[src/rtl/fsr_pkg.sv]
package fsr_pkg;

    localparam int NUM_RATIOS = 8;
    localparam int CODE_W     = $clog2(NUM_RATIOS);

    typedef logic [CODE_W-1:0] ratio_code_t;

    typedef enum logic [1:0] {
        ST_IDLE    = 2'd0,
        ST_MEASURE = 2'd1,
        ST_QUALIFY = 2'd2,
        ST_LOCKED  = 2'd3
    } det_state_t;

    // Master clocks per sample for a ratio code: 128 and 192 scaled by powers of two.
    function automatic int ratio_of(input int idx);
        int base;
        base = ((idx % 2) == 0) ? 128 : 192;
        return base << (idx / 2);
    endfunction

    function automatic logic within_tol(input int value, input int target, input int tol);
        int diff;
        diff = value - target;
        if (diff < 0) diff = -diff;
        return (diff <= tol);
    endfunction

endpackage

[src/rtl/fsr_frame_sync.sv]
module fsr_frame_sync #(
    parameter int STAGES = 2
) (
    input  logic clk_i,
    input  logic rst_i,
    input  logic async_i,
    output logic rise_o
);
    localparam int CHAIN = STAGES + 1;

    logic [CHAIN-1:0] chain_q;

    always_ff @(posedge clk_i) begin
        if (rst_i) begin
            chain_q <= '0;
        end else begin
            chain_q <= {chain_q[CHAIN-2:0], async_i};
        end
    end

    // Synchronised level is chain_q[STAGES-1]; chain_q[STAGES] is its previous value.
    assign rise_o = chain_q[STAGES-1] & ~chain_q[STAGES];

    // two rising edges of the synchronised level cannot be adjacent
    assert_edge_spaced_R1: assert property (@(posedge clk_i) disable iff (rst_i)
        rise_o |=> !rise_o);

endmodule

[src/rtl/fsr_period_counter.sv]
module fsr_period_counter #(
    parameter int CNT_W = 12
) (
    input  logic             clk_i,
    input  logic             rst_i,
    input  logic             prescale_i,
    input  logic             boundary_i,
    output logic [CNT_W-1:0] count_o,
    output logic             sat_o
);
    localparam logic [CNT_W-1:0] CNT_MAX = {CNT_W{1'b1}};

    logic             phase_q;
    logic             tick;
    logic [CNT_W-1:0] cnt_q;

    // Half-rate phase so that a set prescale bit counts every second clock.
    always_ff @(posedge clk_i) begin
        if (rst_i) begin
            phase_q <= 1'b0;
        end else begin
            phase_q <= ~phase_q;
        end
    end

    assign tick = prescale_i ? phase_q : 1'b1;

    always_ff @(posedge clk_i) begin
        if (rst_i) begin
            cnt_q <= '0;
        end else if (boundary_i) begin
            cnt_q <= {{(CNT_W-1){1'b0}}, tick};
        end else if (tick && (cnt_q != CNT_MAX)) begin
            cnt_q <= cnt_q + 1'b1;
        end
    end

    assign count_o = cnt_q;
    assign sat_o   = (cnt_q == CNT_MAX);

    // a saturated counter stays saturated until a frame edge arrives
    assert_sat_holds_R7: assert property (@(posedge clk_i) disable iff (rst_i)
        (sat_o && !boundary_i) |=> sat_o);

    // after a boundary the count restarts at zero or one
    assert_restart_low_R2: assert property (@(posedge clk_i) disable iff (rst_i)
        boundary_i |=> (count_o <= 1));

endmodule

[src/rtl/fsr_ratio_classify.sv]
module fsr_ratio_classify
    import fsr_pkg::*;
#(
    parameter int CNT_W = 12,
    parameter int TOL   = 2
) (
    input  logic [CNT_W-1:0] count_i,
    input  logic             prescale_i,
    output logic             hit_o,
    output ratio_code_t      code_o
);
    logic [NUM_RATIOS-1:0] hit_vec;

    for (genvar i = 0; i < NUM_RATIOS; i++) begin : g_ratio
        localparam int FULL      = ratio_of(i);
        localparam int HALF      = FULL / 2;
        localparam bit OK_DIRECT = (FULL <= 384);
        localparam bit OK_HALVED = (FULL >= 256);

        assign hit_vec[i] = prescale_i
            ? (OK_HALVED && within_tol(int'(count_i), HALF, TOL))
            : (OK_DIRECT && within_tol(int'(count_i), FULL, TOL));
    end

    always_comb begin
        code_o = '0;
        for (int k = 0; k < NUM_RATIOS; k++) begin
            if (hit_vec[k]) code_o = ratio_code_t'(k);
        end
    end

    assign hit_o = |hit_vec;

    // tolerance windows never overlap, so at most one ratio matches
    always_comb begin
        assert_one_match_R3: assert ($onehot0(hit_vec));
    end

endmodule

[src/rtl/fsr_ratio_detect.sv]
module fsr_ratio_detect
    import fsr_pkg::*;
#(
    parameter int CNT_W       = 12,
    parameter int TOL         = 2,
    parameter int LOCK_N      = 3,
    parameter int SYNC_STAGES = 2
) (
    input  logic        clk_i,
    input  logic        rst_i,
    input  logic        prescale_i,
    input  logic        frame_clk_i,
    output logic [2:0]  ratio_code_o,
    output logic        ratio_valid_o,
    output logic        locked_o
);
    localparam int STREAK_W = $clog2(LOCK_N + 1);
    localparam logic [STREAK_W-1:0] STREAK_LAST = STREAK_W'(LOCK_N - 1);

    logic             edge_s;
    logic [CNT_W-1:0] count_s;
    logic             sat_s;
    logic             hit_s;
    ratio_code_t      hit_code_s;

    det_state_t          state_q, state_n;
    logic [STREAK_W-1:0] streak_q, streak_n;
    ratio_code_t         cand_q, cand_n;
    logic                confirm_s;
    logic                valid_q;
    ratio_code_t         code_q;

    fsr_frame_sync #(.STAGES(SYNC_STAGES)) u_sync (
        .clk_i   (clk_i),
        .rst_i   (rst_i),
        .async_i (frame_clk_i),
        .rise_o  (edge_s)
    );

    fsr_period_counter #(.CNT_W(CNT_W)) u_count (
        .clk_i      (clk_i),
        .rst_i      (rst_i),
        .prescale_i (prescale_i),
        .boundary_i (edge_s),
        .count_o    (count_s),
        .sat_o      (sat_s)
    );

    fsr_ratio_classify #(.CNT_W(CNT_W), .TOL(TOL)) u_class (
        .count_i    (count_s),
        .prescale_i (prescale_i),
        .hit_o      (hit_s),
        .code_o     (hit_code_s)
    );

    // Next-state logic
    always_comb begin
        state_n   = state_q;
        streak_n  = streak_q;
        cand_n    = cand_q;
        confirm_s = 1'b0;
        unique case (state_q)
            ST_IDLE: begin
                if (edge_s) state_n = ST_MEASURE;                 // start
            end
            ST_MEASURE: begin
                if (edge_s && hit_s) begin                         // first-hit
                    state_n  = ST_QUALIFY;
                    streak_n = STREAK_W'(1);
                    cand_n   = hit_code_s;
                end
            end
            ST_QUALIFY: begin
                if (edge_s) begin
                    if (!hit_s) begin                              // miss
                        state_n = ST_MEASURE;
                    end else if (hit_code_s != cand_q) begin       // retarget
                        streak_n = STREAK_W'(1);
                        cand_n   = hit_code_s;
                    end else if (streak_q == STREAK_LAST) begin    // confirm
                        state_n   = ST_LOCKED;
                        confirm_s = 1'b1;
                    end else begin
                        streak_n = streak_q + 1'b1;
                    end
                end else if (sat_s) begin                          // overflow
                    state_n = ST_MEASURE;
                end
            end
            ST_LOCKED: begin
                if (edge_s) begin
                    if (!hit_s) begin                              // miss
                        state_n = ST_MEASURE;
                    end else if (hit_code_s != cand_q) begin       // retarget
                        state_n  = ST_QUALIFY;
                        streak_n = STREAK_W'(1);
                        cand_n   = hit_code_s;
                    end else begin                                 // hold
                        confirm_s = 1'b1;
                    end
                end else if (sat_s) begin                          // overflow
                    state_n = ST_MEASURE;
                end
            end
        endcase
    end

    // State register
    always_ff @(posedge clk_i) begin
        if (rst_i) begin
            state_q  <= ST_IDLE;
            streak_q <= '0;
            cand_q   <= '0;
        end else begin
            state_q  <= state_n;
            streak_q <= streak_n;
            cand_q   <= cand_n;
        end
    end

    // Output register
    always_ff @(posedge clk_i) begin
        if (rst_i) begin
            valid_q <= 1'b0;
            code_q  <= '0;
        end else begin
            valid_q <= confirm_s;
            if (confirm_s) code_q <= cand_q;
        end
    end

    assign locked_o      = (state_q == ST_LOCKED);
    assign ratio_valid_o = valid_q;
    assign ratio_code_o  = 3'(code_q);

    // no valid pulse outside lock
    assert_valid_only_locked_R6: assert property (@(posedge clk_i) disable iff (rst_i)
        ratio_valid_o |-> locked_o);

    // lock entry comes with a valid pulse
    assert_entry_strobe_R8: assert property (@(posedge clk_i) disable iff (rst_i)
        $rose(locked_o) |-> ratio_valid_o);

    // a saturated period with no edge removes lock on the next clock
    assert_sat_unlocks_R7: assert property (@(posedge clk_i) disable iff (rst_i)
        (sat_s && !edge_s) |=> !locked_o);

    // the reported code does not move while lock holds
    assert_code_steady_R5: assert property (@(posedge clk_i) disable iff (rst_i)
        locked_o |=> (!locked_o || $stable(ratio_code_o)));

    // no lock can exist before a frame edge has started a measurement
    assert_idle_unlocked_R1: assert property (@(posedge clk_i) disable iff (rst_i)
        (state_q == ST_IDLE) |-> (!locked_o && !ratio_valid_o));

endmodule

[config.mk]
export PLATFORM = sky130hd
export DESIGN_NAME = fsr_ratio_detect
export DESIGN_NICKNAME = d
export VERILOG_FILES = /design/src/rtl/fsr_pkg.sv /design/src/rtl/fsr_frame_sync.sv /design/src/rtl/fsr_period_counter.sv /design/src/rtl/fsr_ratio_classify.sv /design/src/rtl/fsr_ratio_detect.sv
export SDC_FILE = /design/constraint.sdc
export NUM_CORES = 1
export LEC_CHECK = 0
export BUFFER_PORTS_ARGS = -buffer_cell sky130_fd_sc_hd__buf_2
export CAP_MARGIN = 20
export CELL_PAD_IN_SITES_DETAIL_PLACEMENT = 2
export CELL_PAD_IN_SITES_GLOBAL_PLACEMENT = 2
export CORE_ASPECT_RATIO = 0.9
export CORE_MARGIN = 4
export CORE_UTILIZATION = 30
export DETAILED_ROUTE_END_ITERATION = 12
export PLACE_DENSITY_LB_ADDON = 0.1
export SYNTH_ARGS = -nofsm -noshare
export SYNTH_HDL_FRONTEND = slang
export SYNTH_SLANG_ARGS = --single-unit
[constraint.sdc]
create_clock -name clk_i -period 9.7 [get_ports clk_i]
set_input_delay 1.94 -clock clk_i [delete_from_list [all_inputs] [get_ports clk_i]]
set_output_delay 1.94 -clock clk_i [all_outputs]
set_load 0.01 [all_outputs]
# Word level (Yosys, flattened, before mapping)
# Cells that the tools add are included.
[totals]
output_inout_bits = 5
register_bits = 27
input_bits = 4
word_cells = 128
[classes]
reduce_logical = 12
addsub = 14
muxes = 57
n_lt_le_gt_ge = 12
eq_ne = 21
bitwise_logic = 3
[ops]
columns = ["op", "n"]
rows = [
  ["$le 32x3->1 const B", 6],
  ["$lt 32x1->1 const B", 6],
  ["$mux 32", 6],
  ["$neg 32->32", 6],
  ["$mux 2", 20],
  ["$sub 12x10->13 const B", 2],
  ["$sub 12x8->13 const B", 2],
  ["$sub 12x9->13 const B", 2],
  ["$mux 3", 8],
  ["$mux 1", 19],
  ["$add 12x1->12 const B", 1],
  ["$eq 12x12->1 const B", 1],
  ["$ne 12x12->1 const B", 1],
  ["$ne 2x1->1 const B", 6],
  ["$reduce_and 5->1", 2],
  ["$ne 2x2->1 const B", 4],
  ["$ne 4x4->1 const B", 2],
  ["$pmux 2 s4", 1],
  ["$reduce_and 8->1", 1],
  ["$reduce_or 8->1", 1],
  ["$eq 2x2->1 const B", 3],
  ["$pmux 2 s3", 1],
  ["$pmux 3 s2", 1],
  ["$ne 4x3->1 const B", 1],
  ["other kinds (12)", 16],
]

# Depth between registers and ports, before layout
# Gate-level depths: netlist of the first run.
[logic_depth]
depth_word = 17
mapped_depth = 14
ltp_nobuf = 12

# Cells and area by module
# From an unflattened synthesis of the first run, not the netlist that was laid out.
[hier_totals]
cells_unflattened = 395
area_unflattened_um2 = 3009.1
[modules_own_cells]
columns = ["module", "n_inst", "area_each_um2", "cells_per_inst", "seq_area_each_um2"]
rows = [
  ["fsr_ratio_classify", 1, 1652.8, 243, 0.0],
  ["fsr_period_counter", 1, 669.4, 78, 260.2],
  ["fsr_ratio_detect", 1, 599.3, 67, 220.2],
  ["fsr_frame_sync", 1, 87.6, 7, 60.1],
]

# Worst setup path after synthesis of the first run
# OpenSTA, ideal clock, no wires.
[synth_timing]
kind = "reg2reg"
from = "register u_count.cnt_q[8], in the netlist u_count.count_o[8]"
to = "register code_q[0], in the netlist ratio_code_o[0]"
synth_period_minus_slack_ns = 3.557
n_path_buf = 2
setup_ns = 0.132
t_required_ns = 9.568
slack_ns = 6.143
stages_incl_launch_ff = 15
arrival_ns = 3.424
path_cell_list = "dfxtp_1 buf_2 inv_1 ha_1 or3b_1 clkbuf_1 a21oi_1 o211ai_1 o22a_1 nor4_1 a211oi_2 a211oi_4 or3b_1 o21ai_0 a21oi_1"
[synth_via]
elab_chain_len = 17
elab_cells_between_ends = 54
cone_classes = "12 x add/sub; 12 x order compare; 1 x eq/ne; 28 x mux; 1 x reduce/logical"
[synth_lines]
columns = ["element", "line_no", "rtl"]
rows = [
  ["start: declaration", "fsr_period_counter.sv:15", "logic [CNT_W-1:0] cnt_q;"],
  ["start signal: assignment", "fsr_period_counter.sv:32", "cnt_q <= {{(CNT_W-1){1'b0}}, tick};"],
  ["start signal: assignment", "fsr_period_counter.sv:34", "cnt_q <= cnt_q + 1'b1;"],
  ["$sub 12x8->13", "fsr_pkg.sv:24", "diff = value - target;"],
  ["$neg 32->32 or $lt 32x1->1 (tied branches)", "fsr_pkg.sv:25", "if (diff < 0) diff = -diff;"],
  ["$mux 32", "fsr_pkg.sv:25", ""],
  ["$le 32x3->1", "fsr_pkg.sv:26", "return (diff <= tol);"],
  ["$mux 1", "fsr_ratio_classify.sv:21", "? (OK_HALVED && within_tol(int'(count_i), HALF, TOL))"],
  ["$mux 1", "fsr_ratio_classify.sv:28", "if (hit_vec[k]) code_o = ratio_code_t'(k);"],
  ["$mux 2 (2 in a row)", "fsr_ratio_classify.sv:28", ""],
  ["$mux 3 (4 in a row)", "fsr_ratio_classify.sv:28", ""],
  ["$ne 3x3->1", "fsr_ratio_detect.sv:77, fsr_ratio_detect.sv:94", ""],
  ["$mux 1 (on tied branches)", "fsr_ratio_detect.sv:94, fsr_ratio_detect.sv:77", ""],
  ["$mux 1 (on tied branches)", "fsr_ratio_detect.sv:92, fsr_ratio_detect.sv:75", ""],
  ["$mux 1 (on tied branches)", "fsr_ratio_detect.sv:91, fsr_ratio_detect.sv:74", ""],
  ["$pmux 1 s2 *", "fsr_ratio_detect.sv:62", "unique case (state_q)"],
  ["end signal: assignment", "fsr_ratio_detect.sv:128", "if (confirm_s) code_q <= cand_q;"],
  ["end: declaration", "fsr_ratio_detect.sv:31", "ratio_code_t code_q;"],
]
# Mark *: on every way between the ends. The rest lies on a longest branch, timed or not.
# A chain may end at the register's enable or synchronous reset.

# Worst setup path after layout of the first run
# Same ends and word-level chain as after synthesis.

==> report_table.html, run 1 <==
<table>
<tr><th>Metric</th><th>Value</th></tr>
<tr><th colspan="2">Run status</th></tr>
<tr><td>Status</td><td>finished clean</td></tr>
<tr><th colspan="2">Yosys</th></tr>
<tr><td>Seq cells post-synth</td><td>27</td></tr>
<tr><td>Cell Area, Synth</td><td>2920 µm²</td></tr>
<tr><td>Async set-reset flop share out of synthesis</td><td>0%</td></tr>
<tr><td>Largest area contributor in the netlist</td><td>sky130_fd_sc_hd__dfxtp_1</td></tr>
<tr><td>Sequential element share of the synthesized area</td><td>18.5%</td></tr>
<tr><td>Largest cells by area after synthesis</td><td>sky130_fd_sc_hd__dfxtp_1 18%, sky130_fd_sc_hd__ha_1 10%, sky130_fd_sc_hd__xnor2_1 5.4%</td></tr>
<tr><td>Top cell type's share of synthesized area</td><td>18.5%</td></tr>
<tr><td>Synth unique cells</td><td>72</td></tr>
<tr><td>Synth Warn #</td><td>0</td></tr>
<tr><td>Mean instance size in the synthesized netlist</td><td>7.52 µm²</td></tr>
<tr><td>Number of flops mapped to enable cells by yosys</td><td>0</td></tr>
<tr><td>Number of standard cells after synthesis</td><td>389</td></tr>
<tr><td>Leading register cell type out of synthesis</td><td>sky130_fd_sc_hd__dfxtp_1</td></tr>
<tr><td>Post-Synthesis Net Count</td><td>417</td></tr>
<tr><th colspan="2">Critical path</th></tr>
<tr><td>Crit path max-delay cell type</td><td>sky130_fd_sc_hd__dfxtp_1</td></tr>
<tr><td>Delay contributed by the slowest stage of the critical path</td><td>610 ps</td></tr>
<tr><td>Endpoint required time on the critical path</td><td>9880 ps</td></tr>
<tr><td>Worst Setup Start Kind</td><td>flip-flop</td></tr>
<tr><td>Crit. End Element</td><td>flip-flop</td></tr>
<tr><td>Critical-path maximum fanout</td><td>23</td></tr>
<tr><td>Crit-path cells</td><td>inv_1 -&gt; ha_1 -&gt; or3b_1 -&gt; a21oi_1 -&gt; o211ai_1 -&gt; o22a_1 -&gt; nor4_1 -&gt; a211oi_2 -&gt; a211oi_4 -&gt; or3b_1 -&gt; o21ai_0 -&gt; a21oi_1</td></tr>
<tr><td>Critical path class</td><td>reg -&gt; reg</td></tr>
<tr><td>Critical path arrival</td><td>4730 ps</td></tr>
<tr><th colspan="2">GRT</th></tr>
<tr><td>Overflow left after global routing</td><td>0</td></tr>
<tr><td>Total GRT Usage</td><td>19.2%</td></tr>
<tr><td>First-pass GRT wire length</td><td>17400 µm</td></tr>
<tr><td>Number of antenna violations at the first check in global routing</td><td>0</td></tr>
<tr><td>Via count of the first global-routing pass</td><td>3102</td></tr>
<tr><td>Pin count of the biggest net entering global routing</td><td>24</td></tr>
<tr><th colspan="2">Drt</th></tr>
<tr><td>Total DRC errors in the routed layout</td><td>0</td></tr>
<tr><td>Number of iterations in the first detailed-routing pass</td><td>4</td></tr>
<tr><td>Number of violations reported at the end of detailed-routing iteration 0</td><td>159</td></tr>
<tr><td>Via-to-Cell Ratio</td><td>5.85</td></tr>
<tr><td>Antenna violation net count after detailed routing</td><td>0</td></tr>
<tr><td>Average routed wire per standard cell</td><td>21.5 µm</td></tr>
<tr><td>Final wirelength</td><td>10800 µm</td></tr>
<tr><td>Total number of vias</td><td>2938</td></tr>
<tr><th colspan="2">STA</th></tr>
<tr><td>Final TNS setup</td><td>0 ps</td></tr>
<tr><td>Final setup violation count</td><td>0</td></tr>
<tr><td>FMAX</td><td>220 MHz</td></tr>
<tr><td>RSZ-0062 raised after global routing</td><td>false</td></tr>
<tr><td>Maximum clock skew at final layout</td><td>4.27 ps</td></tr>
<tr><td>Remaining max-slew budget at the tightest pin</td><td>29.1%</td></tr>
<tr><td>Hold_ws</td><td>426 ps</td></tr>
<tr><td>Final count of hold timing violations</td><td>0</td></tr>
<tr><td>Pins Over Slew Limit</td><td>0</td></tr>
<tr><td>Min Clock Period, post-route</td><td>4540 ps</td></tr>
<tr><td>Fin crit share</td><td>46.9%</td></tr>
<tr><td>Transition time at the pin with the least slew margin</td><td>1060 ps</td></tr>
<tr><th colspan="2">Clock network</th></tr>
<tr><td>Hold buffer count at cts</td><td>0</td></tr>
<tr><td>Clock transition time at the flip-flop clock pins of the worst setup and hold paths</td><td>120 ps</td></tr>
<tr><td>CTS Buffer Depth</td><td>2</td></tr>
<tr><td>Post-cts sizing count</td><td>0</td></tr>
<tr><td>Clock sink count</td><td>27</td></tr>
<tr><td>Worst skew pair latency</td><td>290 ps</td></tr>
<tr><td>Deepest level of the CTS H-tree</td><td>1</td></tr>
<tr><td>Root buffer cell</td><td>sky130_fd_sc_hd__clkbuf_8</td></tr>
<tr><td>Number of buffers added for setup after CTS</td><td>0</td></tr>
<tr><td>Clock buffer count from CTS</td><td>3</td></tr>
<tr><td>CTS tree</td><td>done</td></tr>
<tr><th colspan="2">Pwr</th></tr>
<tr><td>Static power due to leakage</td><td>0.00113 µW</td></tr>
<tr><td>Pwr per Cell Area</td><td>84.6 nW/µm²</td></tr>
<tr><td>Maximum VDD drop</td><td>0.0000581 V</td></tr>
<tr><th colspan="2">Floorplanning</th></tr>
<tr><td>Number of top-level design ports</td><td>9</td></tr>
<tr><td>Chip width</td><td>112 µm</td></tr>
<tr><td>Effective utilization at floorplan</td><td>31.5%</td></tr>
<tr><td>Height of the chip</td><td>102 µm</td></tr>
<tr><td>Standard-cell row count</td><td>33</td></tr>
<tr><td>Die outline area</td><td>11400 µm²</td></tr>
<tr><td>Core area</td><td>9290 µm²</td></tr>
<tr><th colspan="2">Final layout</th></tr>
<tr><td>N_diodes</td><td>0</td></tr>
<tr><td>Post-layout nets</td><td>409</td></tr>
<tr><td>Fraction of layout instances using a drive strength above 1</td><td>8.42%</td></tr>
<tr><td>Number of fill cells</td><td>1098</td></tr>
<tr><td>Design area</td><td>3070 µm²</td></tr>
<tr><td>Layout Area Growth over Synthesis</td><td>5.05%</td></tr>
<tr><th colspan="2">Placed design</th></tr>
<tr><td>IO Port Bufs</td><td>8</td></tr>
<tr><td>Post-DP HPWL</td><td>8380 µm</td></tr>
<tr><td>Cell area reported after detailed placement</td><td>3020 µm²</td></tr>
<tr><td>Placer congestion estimate</td><td>0.876</td></tr>
<tr><th colspan="2">Min path</th></tr>
<tr><td>Worst hold path class</td><td>reg -&gt; reg</td></tr>
<tr><th colspan="2">Job</th></tr>
<tr><td>Count of max-cap constraint violations</td><td>0</td></tr>
</table>
critical path, delay by kind of cell, from the launching register on:
family	cells	cell delay (ps)
buffers and inverters	1	480
AOI/OAI and AO/OA	7	1550
adders and majority gates	1	300
DFF	1	610
and+or+nand+nor	3	1490
placed cells by master, fill, tap and decap left out, types with 4 or more instances in the layout:
cell,synthesis,routed
sky130_fd_sc_hd__nor2_1,38,38
sky130_fd_sc_hd__dfxtp_1,27,27
sky130_fd_sc_hd__nand2_1,24,24
sky130_fd_sc_hd__ha_1,24,24
sky130_fd_sc_hd__o21ai_0,23,23
sky130_fd_sc_hd__xnor2_1,18,18
sky130_fd_sc_hd__a21oi_1,18,18
sky130_fd_sc_hd__nor3_1,16,16
sky130_fd_sc_hd__inv_1,15,15
sky130_fd_sc_hd__a31oi_1,14,14
sky130_fd_sc_hd__nand3_1,13,13
sky130_fd_sc_hd__nand4_1,10,10
sky130_fd_sc_hd__xor2_1,10,10
sky130_fd_sc_hd__buf_2,4,8
sky130_fd_sc_hd__and2_1,7,7
sky130_fd_sc_hd__nand2b_1,7,7
sky130_fd_sc_hd__nor2b_1,7,7
sky130_fd_sc_hd__or3_1,6,6
sky130_fd_sc_hd__a211oi_1,5,5
sky130_fd_sc_hd__o211ai_1,4,4
registers in the layout (all words and copies together) (netlist names):
signal and cells:
u_count.count_o 12, state_q 2, streak_q 2, u_sync.chain_q 3, ratio_valid_o 1, ratio_code_o 3, cand_q 3, u_count.phase_q 1
cell families after synthesis:
logic type / Yosys count / synth area share (%)
multiplexers: 3 / 1.03
AND/OR/NAND/NOR: 151 / 27.0
flip-flops: 27 / 18.5
XOR/XNOR: 29 / 8.94
AO/OA/AOI/OAI: 116 / 28.6
buffers and inverters: 39 / 5.69
adder cells (fa/ha/maj): 24 / 10.3
per-stage QoR:
stage | setup slack [ps] | power [µW] | util [%] | cells
2_1_floorplan | 6140 | 165 | - | 389
3_3_place_gp | 5230 | 183 | 32.5 | 498
3_5_place_dp | 5120 | 184 | 32.5 | 498
4_1_cts | 5100 | 262 | 33.1 | 502
5_1_grt | 4810 | 277 | 33.1 | 502
6_report | 5160 | 260 | 33.1 | 502
area by class of cell:
| class | instances | area (µm²) | area share, % |
|---|---|---|---|
| Multi-Input combinational cell | 323 | 2220 | 72.2 |
| Tap cell | 122 | 153 | 4.97 |
| Timing Repair Buffer | 9 | 47.5 | 1.55 |
| Clock buffer | 3 | 41.3 | 1.34 |
| Clock inverter | 1 | 8.76 | 0.285 |
| Inverter | 17 | 63.8 | 2.08 |
| Sequential cell | 27 | 541 | 17.6 |
Yosys cell counts (all sizes together) (4+ instances only):
cell / number
a211oi: 8
a21oi: 20
a31oi: 14
and2: 7
buf: 6
clkbuf: 16
dfxtp: 27
ha: 24
inv: 15
nand2: 24
nand2b: 7
nand3: 13
nand4: 10
nor2: 40
nor2b: 7
nor3: 16
nor4: 4
o2111ai: 4
o211ai: 4
o21ai: 26
or3: 6
or4: 4
xnor2: 18
xor2: 11
report_power, final:
part,internal (µW),leakage (µW),total [µW],switching (µW)
Combinational,22.0,0.000884,65.6,43.5
Sequential,113,0.000219,118,4.63
Clock,30.4,0.0000261,76.7,46.2
final timing paths:
kind / start / to / slack [ps] / cells past startpoint
max: u_count.count_o[8] / ratio_code_o[0] / 5160 / 12
min: u_count.phase_q / u_count.phase_q / 430 / 1
max reg2reg: u_count.count_o[8] / ratio_code_o[0] / 5160 / 12
min reg2reg: u_count.phase_q / u_count.phase_q / 430 / 1
layer usage:
layer | vias up | part of all wire (%) | routed length, µm | track usage [%]
met2 | 32 | 44 | 4800 | 31.1
met3 | 12 | 2.5 | 270 | 2.33
met4 | 0 | 1.6 | 175 | 4.34
met5 | - | 0 | 0 | 0
met1 | 1475 | 51 | 5560 | 27.6
li1 | 1419 | - | - | -
Note: power is estimated with default switching activity, not from simulation.
==> inputs of run 2 (changes only) <==
Settings changed: ABC_AREA from default to 1.
Clock period 9.7 ns to 4.7 ns, I/O delays scaled along.
==> run 2 against run 1 <==
  * Wire length grew 68%
  * Clock skew is 14 ps higher
  * First-iteration DRC count rose by 75%
  * Setup slack worse by 4500 ps
  * Worst hold slack got worse by 7.4 ps
  * Register-to-register slack got worse by 4500 ps
  * Global-route usage up 4.2 points
  * Synthesized cell count up 89%
  * Cell area grew 44%
  * Critical endpoint is now streak_q[1]
  * Largest power group is now combinational logic
==> report_table.html, run 2 <==
<table>
<tr><th>Metric</th><th>Value</th></tr>
<tr><th colspan="2">Clock network</th></tr>
<tr><td>Clock sink count</td><td>27</td></tr>
<tr><td>CTS Buffer Depth</td><td>2</td></tr>
<tr><td>Worst skew pair latency</td><td>290 ps</td></tr>
<tr><td>Hold buffer count at cts</td><td>0</td></tr>
<tr><td>Clock buffer count from CTS</td><td>3</td></tr>
<tr><td>CTS tree</td><td>done</td></tr>
<tr><td>Deepest level of the CTS H-tree</td><td>1</td></tr>
<tr><td>Root buffer cell</td><td>sky130_fd_sc_hd__clkbuf_16</td></tr>
<tr><td>Number of buffers added for setup after CTS</td><td>0</td></tr>
<tr><td>Post-cts sizing count</td><td>0</td></tr>
<tr><td>Clock transition time at the flip-flop clock pins of the worst setup and hold paths</td><td>90 ps</td></tr>
<tr><th colspan="2">STA</th></tr>
<tr><td>Remaining max-slew budget at the tightest pin</td><td>50.0%</td></tr>
<tr><td>Maximum clock skew at final layout</td><td>17.8 ps</td></tr>
<tr><td>Fin crit share</td><td>86.9%</td></tr>
<tr><td>Pins Over Slew Limit</td><td>0</td></tr>
<tr><td>Final TNS setup</td><td>0 ps</td></tr>
<tr><td>Transition time at the pin with the least slew margin</td><td>747 ps</td></tr>
<tr><td>Hold_ws</td><td>418 ps</td></tr>
<tr><td>FMAX</td><td>245 MHz</td></tr>
<tr><td>Final setup violation count</td><td>0</td></tr>
<tr><td>Final count of hold timing violations</td><td>0</td></tr>
<tr><td>RSZ-0062 raised after global routing</td><td>false</td></tr>
<tr><td>Min Clock Period, post-route</td><td>4080 ps</td></tr>
<tr><th colspan="2">Floorplanning</th></tr>
<tr><td>Height of the chip</td><td>120 µm</td></tr>
<tr><td>Standard-cell row count</td><td>40</td></tr>
<tr><td>Effective utilization at floorplan</td><td>30.8%</td></tr>
<tr><td>Number of top-level design ports</td><td>9</td></tr>
<tr><td>Chip width</td><td>132 µm</td></tr>
<tr><td>Core area</td><td>13500 µm²</td></tr>
<tr><td>Die outline area</td><td>15800 µm²</td></tr>
<tr><th colspan="2">Pwr</th></tr>
<tr><td>Pwr per Cell Area</td><td>177 nW/µm²</td></tr>
<tr><td>Static power due to leakage</td><td>0.00223 µW</td></tr>
<tr><td>Maximum VDD drop</td><td>0.000149 V</td></tr>
<tr><th colspan="2">Drt</th></tr>
<tr><td>Total DRC errors in the routed layout</td><td>0</td></tr>
<tr><td>Antenna violation net count after detailed routing</td><td>0</td></tr>
<tr><td>Total number of vias</td><td>4840</td></tr>
<tr><td>Final wirelength</td><td>18200 µm</td></tr>
<tr><td>Via-to-Cell Ratio</td><td>5.37</td></tr>
<tr><td>Average routed wire per standard cell</td><td>20.2 µm</td></tr>
<tr><td>Number of iterations in the first detailed-routing pass</td><td>4</td></tr>
<tr><td>Number of violations reported at the end of detailed-routing iteration 0</td><td>278</td></tr>
<tr><th colspan="2">Final layout</th></tr>
<tr><td>Register with the highest flop count</td><td>u_count.count_o</td></tr>
<tr><td>Layout Area Growth over Synthesis</td><td>6.36%</td></tr>
<tr><td>Fraction of layout instances using a drive strength above 1</td><td>11.9%</td></tr>
<tr><td>N_diodes</td><td>0</td></tr>
<tr><td>Design area</td><td>4410 µm²</td></tr>
<tr><td>Most frequent cells in the layout</td><td>225 x sky130_fd_sc_hd__nand2_1, 93 x sky130_fd_sc_hd__nor2_1, 66 x sky130_fd_sc_hd__inv_1, 50 x sky130_fd_sc_hd__nand3_1, 47 x sky130_fd_sc_hd__o21ai_0</td></tr>
<tr><td>Most common cell after layout, fill and taps aside</td><td>sky130_fd_sc_hd__nand2_1</td></tr>
<tr><td>Post-layout nets</td><td>763</td></tr>
<tr><td>Number of fill cells</td><td>1747</td></tr>
<tr><td>Max reg flops</td><td>12</td></tr>
<tr><th colspan="2">Min path</th></tr>
<tr><td>Hold path cells</td><td>2</td></tr>
<tr><td>Worst hold path class</td><td>reg -&gt; reg</td></tr>
<tr><th colspan="2">Yosys</th></tr>
<tr><td>Leading register cell type out of synthesis</td><td>sky130_fd_sc_hd__dfxtp_1</td></tr>
<tr><td>Largest area contributor in the netlist</td><td>sky130_fd_sc_hd__nand2_1</td></tr>
<tr><td>Number of standard cells after synthesis</td><td>736</td></tr>
<tr><td>Seq cells post-synth</td><td>27</td></tr>
<tr><td>Cell with the most instances after synthesis</td><td>sky130_fd_sc_hd__nand2_1</td></tr>
<tr><td>Cell Area, Synth</td><td>4150 µm²</td></tr>
<tr><td>Async set-reset flop share out of synthesis</td><td>0%</td></tr>
<tr><td>Post-Synthesis Net Count</td><td>764</td></tr>
<tr><td>Top cells by count, synth</td><td>225 x sky130_fd_sc_hd__nand2_1, 93 x sky130_fd_sc_hd__nor2_1, 66 x sky130_fd_sc_hd__inv_1, 50 x sky130_fd_sc_hd__nand3_1, 47 x sky130_fd_sc_hd__o21ai_0</td></tr>
<tr><td>Mean instance size in the synthesized netlist</td><td>5.64 µm²</td></tr>
<tr><td>Largest cells by area after synthesis</td><td>sky130_fd_sc_hd__nand2_1 20%, sky130_fd_sc_hd__dfxtp_1 13%, sky130_fd_sc_hd__nor2_1 8.4%</td></tr>
<tr><td>Top cell type's share of synthesized area</td><td>20.4%</td></tr>
<tr><td>Number of flops mapped to enable cells by yosys</td><td>0</td></tr>
<tr><td>Sequential element share of the synthesized area</td><td>13.0%</td></tr>
<tr><td>Synth Warn #</td><td>0</td></tr>
<tr><td>Synth unique cells</td><td>47</td></tr>
<tr><th colspan="2">Critical path</th></tr>
<tr><td>Crit. End Element</td><td>flip-flop</td></tr>
<tr><td>Worst Setup Start Kind</td><td>flip-flop</td></tr>
<tr><td>Critical path class</td><td>reg -&gt; reg</td></tr>
<tr><td>Critical-path maximum fanout</td><td>12</td></tr>
<tr><td>Endpoint required time on the critical path</td><td>4870 ps</td></tr>
<tr><td>Critical path arrival</td><td>4250 ps</td></tr>
<tr><td>Path depth of the worst reg2reg path</td><td>19</td></tr>
<tr><th colspan="2">GRT</th></tr>
<tr><td>Overflow left after global routing</td><td>0</td></tr>
<tr><td>Pin count of the biggest net entering global routing</td><td>18</td></tr>
<tr><td>Total GRT Usage</td><td>23.5%</td></tr>
<tr><td>Via count of the first global-routing pass</td><td>5211</td></tr>
<tr><td>First-pass GRT wire length</td><td>29400 µm</td></tr>
<tr><td>Number of antenna violations at the first check in global routing</td><td>0</td></tr>
<tr><th colspan="2">Placed design</th></tr>
<tr><td>Cell area reported after detailed placement</td><td>4330 µm²</td></tr>
<tr><td>Placer congestion estimate</td><td>0.904</td></tr>
<tr><td>Post-DP HPWL</td><td>15300 µm</td></tr>
<tr><td>IO Port Bufs</td><td>8</td></tr>
<tr><th colspan="2">Job</th></tr>
<tr><td>Count of max-cap constraint violations</td><td>0</td></tr>
<tr><th colspan="2">Run status</th></tr>
<tr><td>Status</td><td>finished clean</td></tr>
</table>
## run 2: final cells by class
cell class              instances  area [µm²]  share of cell area, %
inverters                      89         342                   7.74
flip-flops and latches         27         541                   12.3
well taps                     168         210                   4.76
clock inverters                 1        8.76                  0.199
clock buffers                   3        75.1                   1.70
multi-input cells             600        3150                   71.4
repair buffers                 14        85.1                   1.93
## run 2: cell families (layout without fill, tap and decap cells)
kind of cell               after synthesis  count (layout)  share of synthesized area, %
and+or+nand+nor                        455             455                          51.0
buffers and inverters                  109             107                          11.0
xor gates and xnor gates                12              12                          2.72
DFF                                     27              27                          13.0
adders and majority gates               24              24                          7.24
AOI/OAI and AO/OA                      109             109                          15.0
## run 2: metrics by stage
step	power, µW	utilization, %	setup WS, ps	cells
3_3_place_gp	548	32.1	855	898
5_1_grt	839	32.8	146	902
2_1_floorplan	461	-	1570	736
4_1_cts	792	32.8	639	902
3_5_place_dp	558	32.1	680	898
6_report	782	32.8	616	902
## run 2: report_power, final
group	switching, µW	leakage (µW)	total (µW)	internal, µW
logic	227	0.00197	317	89.9
registers	6.99	0.000219	240	233
clock network	106	0.0000415	225	119
## run 2: worst paths after layout
kind / startpoint / end / slack, ps
max reg2reg: u_count.count_o[9] / streak_q[1] / 620
min reg2reg: u_sync.chain_q[0] / u_sync.chain_q[1] / 420
min: u_sync.chain_q[0] / u_sync.chain_q[1] / 420
max: u_count.count_o[9] / streak_q[1] / 620
## run 2: worst max-delay path: stages, from the launching register on
cell                       delay (ps)
sky130_fd_sc_hd__dfxtp_1          660
sky130_fd_sc_hd__inv_1            350
sky130_fd_sc_hd__ha_1             370
sky130_fd_sc_hd__nand2_4          180
sky130_fd_sc_hd__inv_4             60
sky130_fd_sc_hd__nand2_1          270
sky130_fd_sc_hd__clkinv_1         350
sky130_fd_sc_hd__nand2_1          190
sky130_fd_sc_hd__nand2_1           60
sky130_fd_sc_hd__nand2_1          130
sky130_fd_sc_hd__nor2_1           100
sky130_fd_sc_hd__nand2_1           80
sky130_fd_sc_hd__a21boi_1         210
sky130_fd_sc_hd__nand2_1          110
sky130_fd_sc_hd__nand2_1          250
sky130_fd_sc_hd__nor3_1            80
sky130_fd_sc_hd__nand2_1          150
sky130_fd_sc_hd__nand2_1          110
sky130_fd_sc_hd__o21ai_1          160
sky130_fd_sc_hd__nor2_1            60
## run 2: metal layers
metal / track usage [%] / up-vias / routed length [µm]
met5: 0 / - / 0
met4: 3.61 / 0 / 236
met3: 2.51 / 16 / 705
met2: 38.8 / 59 / 8280
met1: 33.7 / 2392 / 8990
li1: - / 2373 / -
==> inputs of run 3 (changes only) <==
Settings changed: CELL_PAD_IN_SITES_DETAIL_PLACEMENT 2 to 1, CELL_PAD_IN_SITES_GLOBAL_PLACEMENT 2 to 1.
==> run 3 against run 2 <==
  * Critical path depth down 2
  * Clock-buffer cell count unchanged
  * Largest cell class unchanged
  * Via count about the same
  * Sequential share of layout area about the same
  * Sequential power about the same
  * Cell area about the same
  * Wire length down 6.0%
  * Total power down 2.3%
==> report_table.html, run 3 (same netlist as run 2, synthesis figures left out) <==
<table>
<tr><th>Metric</th><th>Value</th></tr>
<tr><th colspan="2">Placed design</th></tr>
<tr><td>Dpl ws</td><td>760 ps</td></tr>
<tr><td>IO Port Bufs</td><td>8</td></tr>
<tr><td>Placer congestion estimate</td><td>0.953</td></tr>
<tr><td>Cell area reported after detailed placement</td><td>4330 µm²</td></tr>
<tr><td>Post-DP HPWL</td><td>13800 µm</td></tr>
<tr><td>Post-placement cell count</td><td>898</td></tr>
<tr><th colspan="2">Clock network</th></tr>
<tr><td>CTS Buffer Depth</td><td>2</td></tr>
<tr><td>CTS tree</td><td>done</td></tr>
<tr><td>Number of buffers added for setup after CTS</td><td>0</td></tr>
<tr><td>Clock buffer count from CTS</td><td>3</td></tr>
<tr><td>Worst skew pair latency</td><td>280 ps</td></tr>
<tr><td>Hold buffer count at cts</td><td>0</td></tr>
<tr><td>Clock sink count</td><td>27</td></tr>
<tr><td>Deepest level of the CTS H-tree</td><td>1</td></tr>
<tr><td>Root buffer cell</td><td>sky130_fd_sc_hd__clkbuf_16</td></tr>
<tr><td>Post-cts sizing count</td><td>0</td></tr>
<tr><td>Clock transition time at the flip-flop clock pins of the worst setup and hold paths</td><td>80 ps</td></tr>
<tr><th colspan="2">GRT</th></tr>
<tr><td>Number of antenna violations at the first check in global routing</td><td>0</td></tr>
<tr><td>Via count of the first global-routing pass</td><td>4838</td></tr>
<tr><td>First-pass GRT wire length</td><td>27500 µm</td></tr>
<tr><td>Pin count of the biggest net entering global routing</td><td>17</td></tr>
<tr><td>Total GRT Usage</td><td>22.0%</td></tr>
<tr><td>Overflow left after global routing</td><td>0</td></tr>
<tr><th colspan="2">Final layout</th></tr>
<tr><td>Most common cell after layout, fill and taps aside</td><td>sky130_fd_sc_hd__nand2_1</td></tr>
<tr><td>Fraction of layout instances using a drive strength above 1</td><td>11.9%</td></tr>
<tr><td>Post-layout nets</td><td>763</td></tr>
<tr><td>Most frequent cells in the layout</td><td>225 x sky130_fd_sc_hd__nand2_1, 93 x sky130_fd_sc_hd__nor2_1, 66 x sky130_fd_sc_hd__inv_1, 50 x sky130_fd_sc_hd__nand3_1, 47 x sky130_fd_sc_hd__o21ai_0</td></tr>
<tr><td>Layout Cells excl Fill</td><td>902</td></tr>
<tr><td>Max reg flops</td><td>12</td></tr>
<tr><td>Number of fill cells</td><td>1871</td></tr>
<tr><td>Design area</td><td>4410 µm²</td></tr>
<tr><td>N_diodes</td><td>0</td></tr>
<tr><td>Layout Area Growth over Synthesis</td><td>6.33%</td></tr>
<tr><td>Register with the highest flop count</td><td>u_count.count_o</td></tr>
<tr><th colspan="2">Pwr</th></tr>
<tr><td>Maximum VDD drop</td><td>0.000140 V</td></tr>
<tr><td>Total power of the final layout</td><td>764 µW</td></tr>
<tr><td>Pwr per Cell Area</td><td>173 nW/µm²</td></tr>
<tr><td>Static power due to leakage</td><td>0.00222 µW</td></tr>
<tr><th colspan="2">Drt</th></tr>
<tr><td>Average routed wire per standard cell</td><td>19.0 µm</td></tr>
<tr><td>Via-to-Cell Ratio</td><td>5.36</td></tr>
<tr><td>Number of violations reported at the end of detailed-routing iteration 0</td><td>314</td></tr>
<tr><td>Number of iterations in the first detailed-routing pass</td><td>5</td></tr>
<tr><td>Total number of vias</td><td>4838</td></tr>
<tr><td>Antenna violation net count after detailed routing</td><td>0</td></tr>
<tr><td>Total DRC errors in the routed layout</td><td>0</td></tr>
<tr><td>Final wirelength</td><td>17100 µm</td></tr>
<tr><th colspan="2">Critical path</th></tr>
<tr><td>Endpoint required time on the critical path</td><td>4870 ps</td></tr>
<tr><td>Crit-path cells</td><td>clkinv_1 -&gt; ha_1 -&gt; xnor2_1 -&gt; a21oi_1 -&gt; inv_1 -&gt; nand4_1 -&gt; o211ai_1 -&gt; o21ai_0 -&gt; a21boi_1 -&gt; nand2_1 -&gt; nand2_1 -&gt; nor3_1 -&gt; nand2_1 -&gt; nand2_1 -&gt; clkinv_1 -&gt; nor2_1 -&gt; nor2_1</td></tr>
<tr><td>Delay contributed by the slowest stage of the critical path</td><td>670 ps</td></tr>
<tr><td>Crit path top cell by count</td><td>sky130_fd_sc_hd__nand2_1</td></tr>
<tr><td>Worst Setup Start Kind</td><td>flip-flop</td></tr>
<tr><td>Crit. End Element</td><td>flip-flop</td></tr>
<tr><td>Critical-path maximum fanout</td><td>11</td></tr>
<tr><td>Critical path class</td><td>reg -&gt; reg</td></tr>
<tr><td>Crit path max-delay cell type</td><td>sky130_fd_sc_hd__dfxtp_1</td></tr>
<tr><td>Critical path arrival</td><td>4190 ps</td></tr>
<tr><th colspan="2">STA</th></tr>
<tr><td>Remaining max-slew budget at the tightest pin</td><td>52.8%</td></tr>
<tr><td>FMAX</td><td>248 MHz</td></tr>
<tr><td>Min Clock Period, post-route</td><td>4020 ps</td></tr>
<tr><td>Final setup violation count</td><td>0</td></tr>
<tr><td>Worst Slack Setup Final</td><td>676 ps</td></tr>
<tr><td>Pins Over Slew Limit</td><td>0</td></tr>
<tr><td>Fin crit share</td><td>85.6%</td></tr>
<tr><td>Transition time at the pin with the least slew margin</td><td>705 ps</td></tr>
<tr><td>Maximum clock skew at final layout</td><td>9.72 ps</td></tr>
<tr><td>RSZ-0062 raised after global routing</td><td>false</td></tr>
<tr><td>Final count of hold timing violations</td><td>0</td></tr>
<tr><td>Final TNS setup</td><td>0 ps</td></tr>
<tr><th colspan="2">Floorplanning</th></tr>
<tr><td>Standard-cell row count</td><td>40</td></tr>
<tr><td>Chip width</td><td>132 µm</td></tr>
<tr><td>Die outline area</td><td>15800 µm²</td></tr>
<tr><td>Effective utilization at floorplan</td><td>30.8%</td></tr>
<tr><td>Core area</td><td>13500 µm²</td></tr>
<tr><td>Number of top-level design ports</td><td>9</td></tr>
<tr><td>Height of the chip</td><td>120 µm</td></tr>
<tr><th colspan="2">Run status</th></tr>
<tr><td>Status</td><td>finished clean</td></tr>
<tr><th colspan="2">Job</th></tr>
<tr><td>Count of max-cap constraint violations</td><td>0</td></tr>
<tr><th colspan="2">Min path</th></tr>
<tr><td>Worst hold path class</td><td>reg -&gt; reg</td></tr>
</table>
run 3: worst paths after layout:
check,start,end,slack [ps],depth (start not counted)
worst max-delay path,u_count.count_o[10],streak_q[1],680,17
worst min-delay path,u_sync.chain_q[0],u_sync.chain_q[1],410,2
worst max register to register,u_count.count_o[10],streak_q[1],680,17
worst min register to register,u_sync.chain_q[0],u_sync.chain_q[1],410,2
run 3: layout make-up:
class	instances	area, µm²	share of cell area, %
clock buffer	3	75.1	1.70
clock inverter	1	7.51	0.170
inverter	89	342	7.74
multi-input combinational	600	3150	71.4
sequential	27	541	12.3
tap	168	210	4.77
timing repair buffer	14	85.1	1.93
run 3: through the flow:
stage / util (%) / hold WS (ps)
2_1_floorplan: - / 385
3_3_place_gp: 32.1 / 391
3_5_place_dp: 32.1 / 407
4_1_cts: 32.8 / 419
5_1_grt: 32.8 / 428
6_report: 32.8 / 411
run 3: metal layers:
metal	GRT usage (%)	vias up	part of all wire (%)
met5	0	-	0
met3	2.22	24	4.4
li1	-	2375	-
met1	32.6	2334	51
met2	34.6	105	43
met4	4.46	0	1.8
run 3: worst max-delay path: cells and delay by family, from the launching register on:
family	cells	cell delay [ps]
xor+xnor	1	200
fa+ha+maj	1	410
buf+inv	3	780
compound gates	4	790
flops	1	670
simple gates	8	1060
run 3: power by group:
group / internal (µW) / total [µW] / switching, µW
Clock: 116 / 214 / 98.0
Sequential: 233 / 240 / 7.21
Combinational: 89.7 / 309 / 219
Total: 439 / 764 / 324
